File: src/rtl/sdh_rst_pkg.sv
package sdh_rst_pkg;
  typedef enum logic [1:0] {
    CH_IDLE  = 2'd0,
    CH_PULSE = 2'd1,
    CH_DRAIN = 2'd2
  } ch_state_e;

  localparam int NUM_CH = 2;
  localparam int CH_CMD = 0;
  localparam int CH_DAT = 1;
endpackage

File: src/rtl/sdh_rst_sync.sv
// Asynchronous assert, synchronous release of the active-low reset.
module sdh_rst_sync #(
  parameter int STAGES = 2
) (
  input  logic clk,
  input  logic rst_n,
  output logic rst_sync_n
);
  logic [STAGES-1:0] chain_q;

  always_ff @(posedge clk or negedge rst_n) begin
    if (!rst_n) begin
      chain_q <= '0;
    end else begin
      chain_q <= {chain_q[STAGES-2:0], 1'b1};
    end
  end

  assign rst_sync_n = chain_q[STAGES-1];
endmodule

File: src/rtl/sdh_rst_trig.sv
// Combines software writes and enabled error events into per-channel starts.
module sdh_rst_trig
  import sdh_rst_pkg::*;
#(
  parameter int REG_W   = 32,
  parameter int CMD_BIT = 25,
  parameter int DAT_BIT = 26
) (
  input  logic             wr_en,
  input  logic [REG_W-1:0] wr_data,
  input  logic             auto_en,
  input  logic             ev_cmd_to,
  input  logic             ev_dat_to,
  input  logic             ev_dat_crc,
  input  logic             ev_dat_ebit,
  output logic [NUM_CH-1:0] start_o
);
  logic sw_cmd, sw_dat, hw_cmd, hw_dat;

  always_comb begin
    sw_cmd = wr_en & wr_data[CMD_BIT];
    sw_dat = wr_en & wr_data[DAT_BIT];
    hw_cmd = auto_en & ev_cmd_to;
    hw_dat = auto_en & (ev_dat_to | ev_dat_crc | ev_dat_ebit);
    start_o = '0;
    start_o[CH_CMD] = sw_cmd | hw_cmd;
    start_o[CH_DAT] = sw_dat | hw_dat;
  end
endmodule

File: src/rtl/sdh_rst_chan.sv
// One self-clearing reset channel: minimum pulse, then wait for path idle.
module sdh_rst_chan
  import sdh_rst_pkg::*;
#(
  parameter int MIN_PULSE = 4
) (
  input  logic clk,
  input  logic rst_n,
  input  logic start_i,
  input  logic idle_i,
  output logic busy_o
);
  localparam int CW = (MIN_PULSE > 1) ? $clog2(MIN_PULSE) : 1;
  localparam logic [CW-1:0] LAST = CW'(MIN_PULSE - 1);

  ch_state_e      st_q, st_d;
  logic [CW-1:0]  cnt_q, cnt_d;
  logic           cnt_en;

  always_comb begin
    st_d   = st_q;
    cnt_d  = cnt_q;
    cnt_en = 1'b0;
    unique case (st_q)
      CH_IDLE: begin
        if (start_i) begin
          st_d   = CH_PULSE;
          cnt_d  = '0;
          cnt_en = 1'b1;
        end
      end
      CH_PULSE: begin
        if (cnt_q == LAST) begin
          st_d = idle_i ? CH_IDLE : CH_DRAIN;
        end else begin
          cnt_d  = cnt_q + 1'b1;
          cnt_en = 1'b1;
        end
      end
      CH_DRAIN: begin
        if (idle_i) begin
          st_d = CH_IDLE;
        end
      end
      default: st_d = CH_IDLE;
    endcase
  end

  always_ff @(posedge clk or negedge rst_n) begin
    if (!rst_n) begin
      st_q  <= CH_IDLE;
      cnt_q <= '0;
    end else begin
      st_q <= st_d;
      if (cnt_en) begin
        cnt_q <= cnt_d;
      end
    end
  end

  assign busy_o = (st_q != CH_IDLE);
endmodule

File: src/rtl/sdh_line_rst_ctrl.sv
module sdh_line_rst_ctrl
  import sdh_rst_pkg::*;
#(
  parameter int REG_W     = 32,
  parameter int CMD_BIT   = 25,
  parameter int DAT_BIT   = 26,
  parameter int MIN_PULSE = 4,
  parameter int SYNC_STG  = 2
) (
  input  logic             clk,
  input  logic             rst_n,
  input  logic             ctl_we,
  input  logic [REG_W-1:0] ctl_wdata,
  output logic [REG_W-1:0] ctl_rdata,
  input  logic             auto_rst_en,
  input  logic             ev_cmd_timeout,
  input  logic             ev_dat_timeout,
  input  logic             ev_dat_crc,
  input  logic             ev_dat_endbit,
  input  logic             cmd_path_idle,
  input  logic             dat_path_idle,
  output logic             cmd_path_rst,
  output logic             dat_path_rst
);
  logic              rst_sync_n;
  logic [NUM_CH-1:0] start;
  logic [NUM_CH-1:0] idle;
  logic [NUM_CH-1:0] busy;

  sdh_rst_sync #(.STAGES(SYNC_STG)) u_sync (
    .clk        (clk),
    .rst_n      (rst_n),
    .rst_sync_n (rst_sync_n)
  );

  sdh_rst_trig #(.REG_W(REG_W), .CMD_BIT(CMD_BIT), .DAT_BIT(DAT_BIT)) u_trig (
    .wr_en       (ctl_we),
    .wr_data     (ctl_wdata),
    .auto_en     (auto_rst_en),
    .ev_cmd_to   (ev_cmd_timeout),
    .ev_dat_to   (ev_dat_timeout),
    .ev_dat_crc  (ev_dat_crc),
    .ev_dat_ebit (ev_dat_endbit),
    .start_o     (start)
  );

  always_comb begin
    idle         = '0;
    idle[CH_CMD] = cmd_path_idle;
    idle[CH_DAT] = dat_path_idle;
  end

  for (genvar g = 0; g < NUM_CH; g++) begin : g_ch
    sdh_rst_chan #(.MIN_PULSE(MIN_PULSE)) u_chan (
      .clk     (clk),
      .rst_n   (rst_sync_n & rst_n),
      .start_i (start[g]),
      .idle_i  (idle[g]),
      .busy_o  (busy[g])
    );
  end

  always_comb begin
    ctl_rdata          = '0;
    ctl_rdata[CMD_BIT] = busy[CH_CMD];
    ctl_rdata[DAT_BIT] = busy[CH_DAT];
  end

  assign cmd_path_rst = busy[CH_CMD];
  assign dat_path_rst = busy[CH_DAT];
endmodule

File: config.mk
export PLATFORM = sky130hd
export DESIGN_NAME = sdh_line_rst_ctrl
export DESIGN_NICKNAME = d
export VERILOG_FILES = /design/src/rtl/sdh_rst_pkg.sv /design/src/rtl/sdh_rst_sync.sv /design/src/rtl/sdh_rst_trig.sv /design/src/rtl/sdh_rst_chan.sv /design/src/rtl/sdh_line_rst_ctrl.sv
export SDC_FILE = /design/constraint.sdc
export NUM_CORES = 1
export LEC_CHECK = 0
export ABC_CLOCK_PERIOD_IN_PS = 3300
export BUFFER_PORTS_ARGS = -buffer_cell sky130_fd_sc_hd__buf_2
export CAP_MARGIN = 40
export CELL_PAD_IN_SITES_DETAIL_PLACEMENT = 0
export CELL_PAD_IN_SITES_GLOBAL_PLACEMENT = 1
export CORE_MARGIN = 3
export CORE_UTILIZATION = 24
export DETAILED_ROUTE_END_ITERATION = 10
export HOLD_SLACK_MARGIN = 0.1
export PLACE_DENSITY_LB_ADDON = 0.1
export REMOVE_ABC_BUFFERS = 1
export SETUP_SLACK_MARGIN = 0.02
export SYNTH_ARGS = -nofsm -noshare
export SYNTH_HDL_FRONTEND = slang
export SYNTH_SLANG_ARGS = --single-unit
export TNS_END_PERCENT = 10
File: constraint.sdc
create_clock -name clk -period 3.3 [get_ports clk]
set_input_delay 0.66 -clock clk [delete_from_list [all_inputs] [get_ports clk]]
set_output_delay 0.66 -clock clk [all_outputs]
set_load 0.05 [all_outputs]
==> metrics.md <==
| Metric | Value |
|---|---|
| Status | `completed` |
| CP max FO | `8` |
| Antenna viol nets, final | `0` |
| Final Cycle Share | `58.9%` |
| Async set or reset register ratio after synthesis | `100%` |
| Largest net degree at the start of global routing | `9` |
| Synth cell types | `23` |
| Ys flop type | `dfrtp_1` |
| Syn avg cell area | `approximately 9.9 sq um` |
| Critical path class | `flop to output pin` |
| Final worst setup slack | `approximately 1400 ps` |
| Area of the mapped netlist | `approximately 730 sq um` |
| Post-Route WL | `1090 um` |
| Final Hold Fails | `0` |
| Commonest non-fill, non-tap cells in the layout | `conb_1, buf_2, dfrtp_1` |
| Reg clk slew, reported paths | `about 60 ps` |
| Setup bufs post-CTS | `0` |
| Final min period | `between 1500 and 2000 ps` |
| Arr. time, crit path | `about 1300 ps` |
| Ys Warns | `0` |
| Final HPWL from detailed placement | `between 900 and 1000 um` |
| Worst hold slack | `approximately 170 ps` |
| Critical Path Max Stage Delay | `~470 ps` |
| PostCTS Resize Cnt | `0` |
| Layout cell share with drive strength beyond 1 | `25.6%` |
| CTS tree | `done` |
| Initial DRC count | `10` |
| Max Freq | `0.514 GHz` |
| Fill count | `a little over 300` |
| DRC viols | `0` |
| Via Count | `about 470` |
| Vias in the first global route | `roughly 380` |
| Sink Count | `10` |
| Seq cells post-synth | `10` |
| Most common cell after layout, fill and taps aside | `conb_1` |
| CORE AREA | `0.00283 sq mm` |
| GRT overflow | `0` |
| Worst skew pair latency | `approximately 260 ps` |
| Critical path startpoint | `g_ch[1].u_chan.st_q[0]` |
| IO Port Bufs | `15` |
| Clk_skew | `0.234 ps` |
| Final-report max-slew violation count | `0` |
| Antenna violations before repair | `0` |
| Starting Density | `roughly 26%` |
| Cell row count | `19` |
| CP Capture Type | `output pin` |
| Initial DRT Pass Iterations | `4` |
| Lkg Pwr | `slightly below 0.4 nW` |
| GRT Total Usage | `between 6 and 7%` |
| CP Cell Sequence | `or2_2 > buf_2` |
| CTS max path bufs | `2` |
| Cell count after synthesis | `74` |
| PD cells | `about 900 mW/mm^2` |
| H-tree levels | `1` |
| Die width | `between 60 and 70 um` |
| Boundary pin count | `76` |
| Worst setup SP type | `flop` |
| Post-Place Worst Slack | `around 1600 ps` |
| Total CTS buffers | `3` |
| CTS Root Cell | `clkbuf_4` |
| Max cap viols | `0` |
| CP required | `2640 ps` |
| Post-synth EDFFs | `0` |
| Fin nets | `approximately 140` |
| Final setup violation count | `0` |
| Unrepaired setup endpoints after global routing | `no` |
| # hold bufs at CTS | `0` |
| Seq/Total Area, Yosys | `between 30% and 40%` |
| Antenna fix cells | `0` |
| Routed WL per cell | `9.03 um` |
| First-pass GRT wire length | `1640 um` |
| Setup TNS | `0 ps` |
| Slowest CP cell | `dfrtp_1` |
| Die Span Y | `61.3 um` |
| Die area | `0.00375 sq mm` |
| Vias per cell | `just under 4` |
| Tot Pwr | `a little under 700 uW` |
| RD Place Congestion | `a little over 0.7` |
| HP Class | `input port to asynchronous set/reset pin` |
| Area Overhead vs Synth | `2.56%` |
| Critical R2R Launch | `g_ch[0].u_chan.cnt_q[0]` |
| VDD IR max | `between 0.0003 and 0.0004 V` |
==> report_power, final <==
group          internal, mW  switching, mW  total [mW]
clock                0.0670         0.0423       0.109
combinational         0.113          0.244       0.358
sequential            0.166         0.0444       0.211
total                 0.347          0.331       0.677
==> sequential cells by signal, indices dropped and copies added (netlist names) <==
register and cells:
g_ch.u_chan.cnt_q 4, g_ch.u_chan.st_q 4, u_sync.chain_q 2
==> Yosys cell counts, types with 2 or more instances <==
cell type	number	area (sq um)
or2_2	2	12.5
ha_1	2	25.0
o21ai_0	3	15.0
nand3b_1	2	15.0
a21oi_1	2	10.0
a221o_1	2	20.0
and2_1	2	12.5
buf_4	32	240
dfrtp_1	10	250
conb_1	2	7.51
o211ai_1	2	15.0
nand2b_1	2	12.5
==> final timing paths <==
check                      slack (ps)  cells after the start                 endpoint
min reg2reg                       250                      1   g_ch[0].u_chan.st_q[1]
max reg2reg                      1910                      4  g_ch[0].u_chan.cnt_q[1]
min in group clk                  350                      0        u_sync.chain_q[1]
min                               170                      1        u_sync.chain_q[0]
max                              1360                      2             dat_path_rst
max in group asynchronous        2600                      2   g_ch[1].u_chan.st_q[0]
==> routing by layer <==
layer / vias up / part of all wire (%) / wire length [um] / global-route usage, %
met5: - / 0 / 0 / 0
met2: 26 / 52 / 563 / 9.67
met3: 2 / 11 / 117 / 4.40
met1: 210 / 37 / 407 / 6.89
met4: 0 / 0.46 / 5 / 1.86
li1: 228 / - / - / -
==> cell type report <==
| type | instances | area, sq um | area share [%] |
|---|---|---|---|
| multi-input cells | 60 | 348 | 46.3 |
| flip-flops and latches | 10 | 250 | 33.3 |
| repair buffers | 15 | 75.1 | 9.98 |
| well taps | 31 | 38.8 | 5.16 |
| clock buffers | 4 | 36.3 | 4.83 |
| inverters | 1 | 3.75 | 0.499 |
==> cell families (layout without fill, tap and decap cells) <==
family,after synthesis,after routing,share of synthesized area (%)
buffers and inverters,33,20,33.3
AOI/OAI and AO/OA,14,14,16.0
and+or+nand+nor,13,13,12.1
DFF,10,10,34.1
adders and majority gates,2,2,3.41
other,2,31,1.02
==> metrics by stage <==
stage / cell area, sq um / utilization [%] / std cells
after floorplan: 602 / - / 71
after global placement: 716 / 25.3 / 117
after detailed placement: 716 / 25.3 / 117
after CTS: 752 / 26.6 / 121
after global routing: 752 / 26.6 / 121
final: 752 / 26.6 / 121
==> worst max-delay path: cells and delay by family (launching register included) <==
family / cells / cell delay [ps]
flops: 1 / 470
buf+inv: 1 / 210
simple gates: 1 / 330
Power figures use the tool's default switching activity.
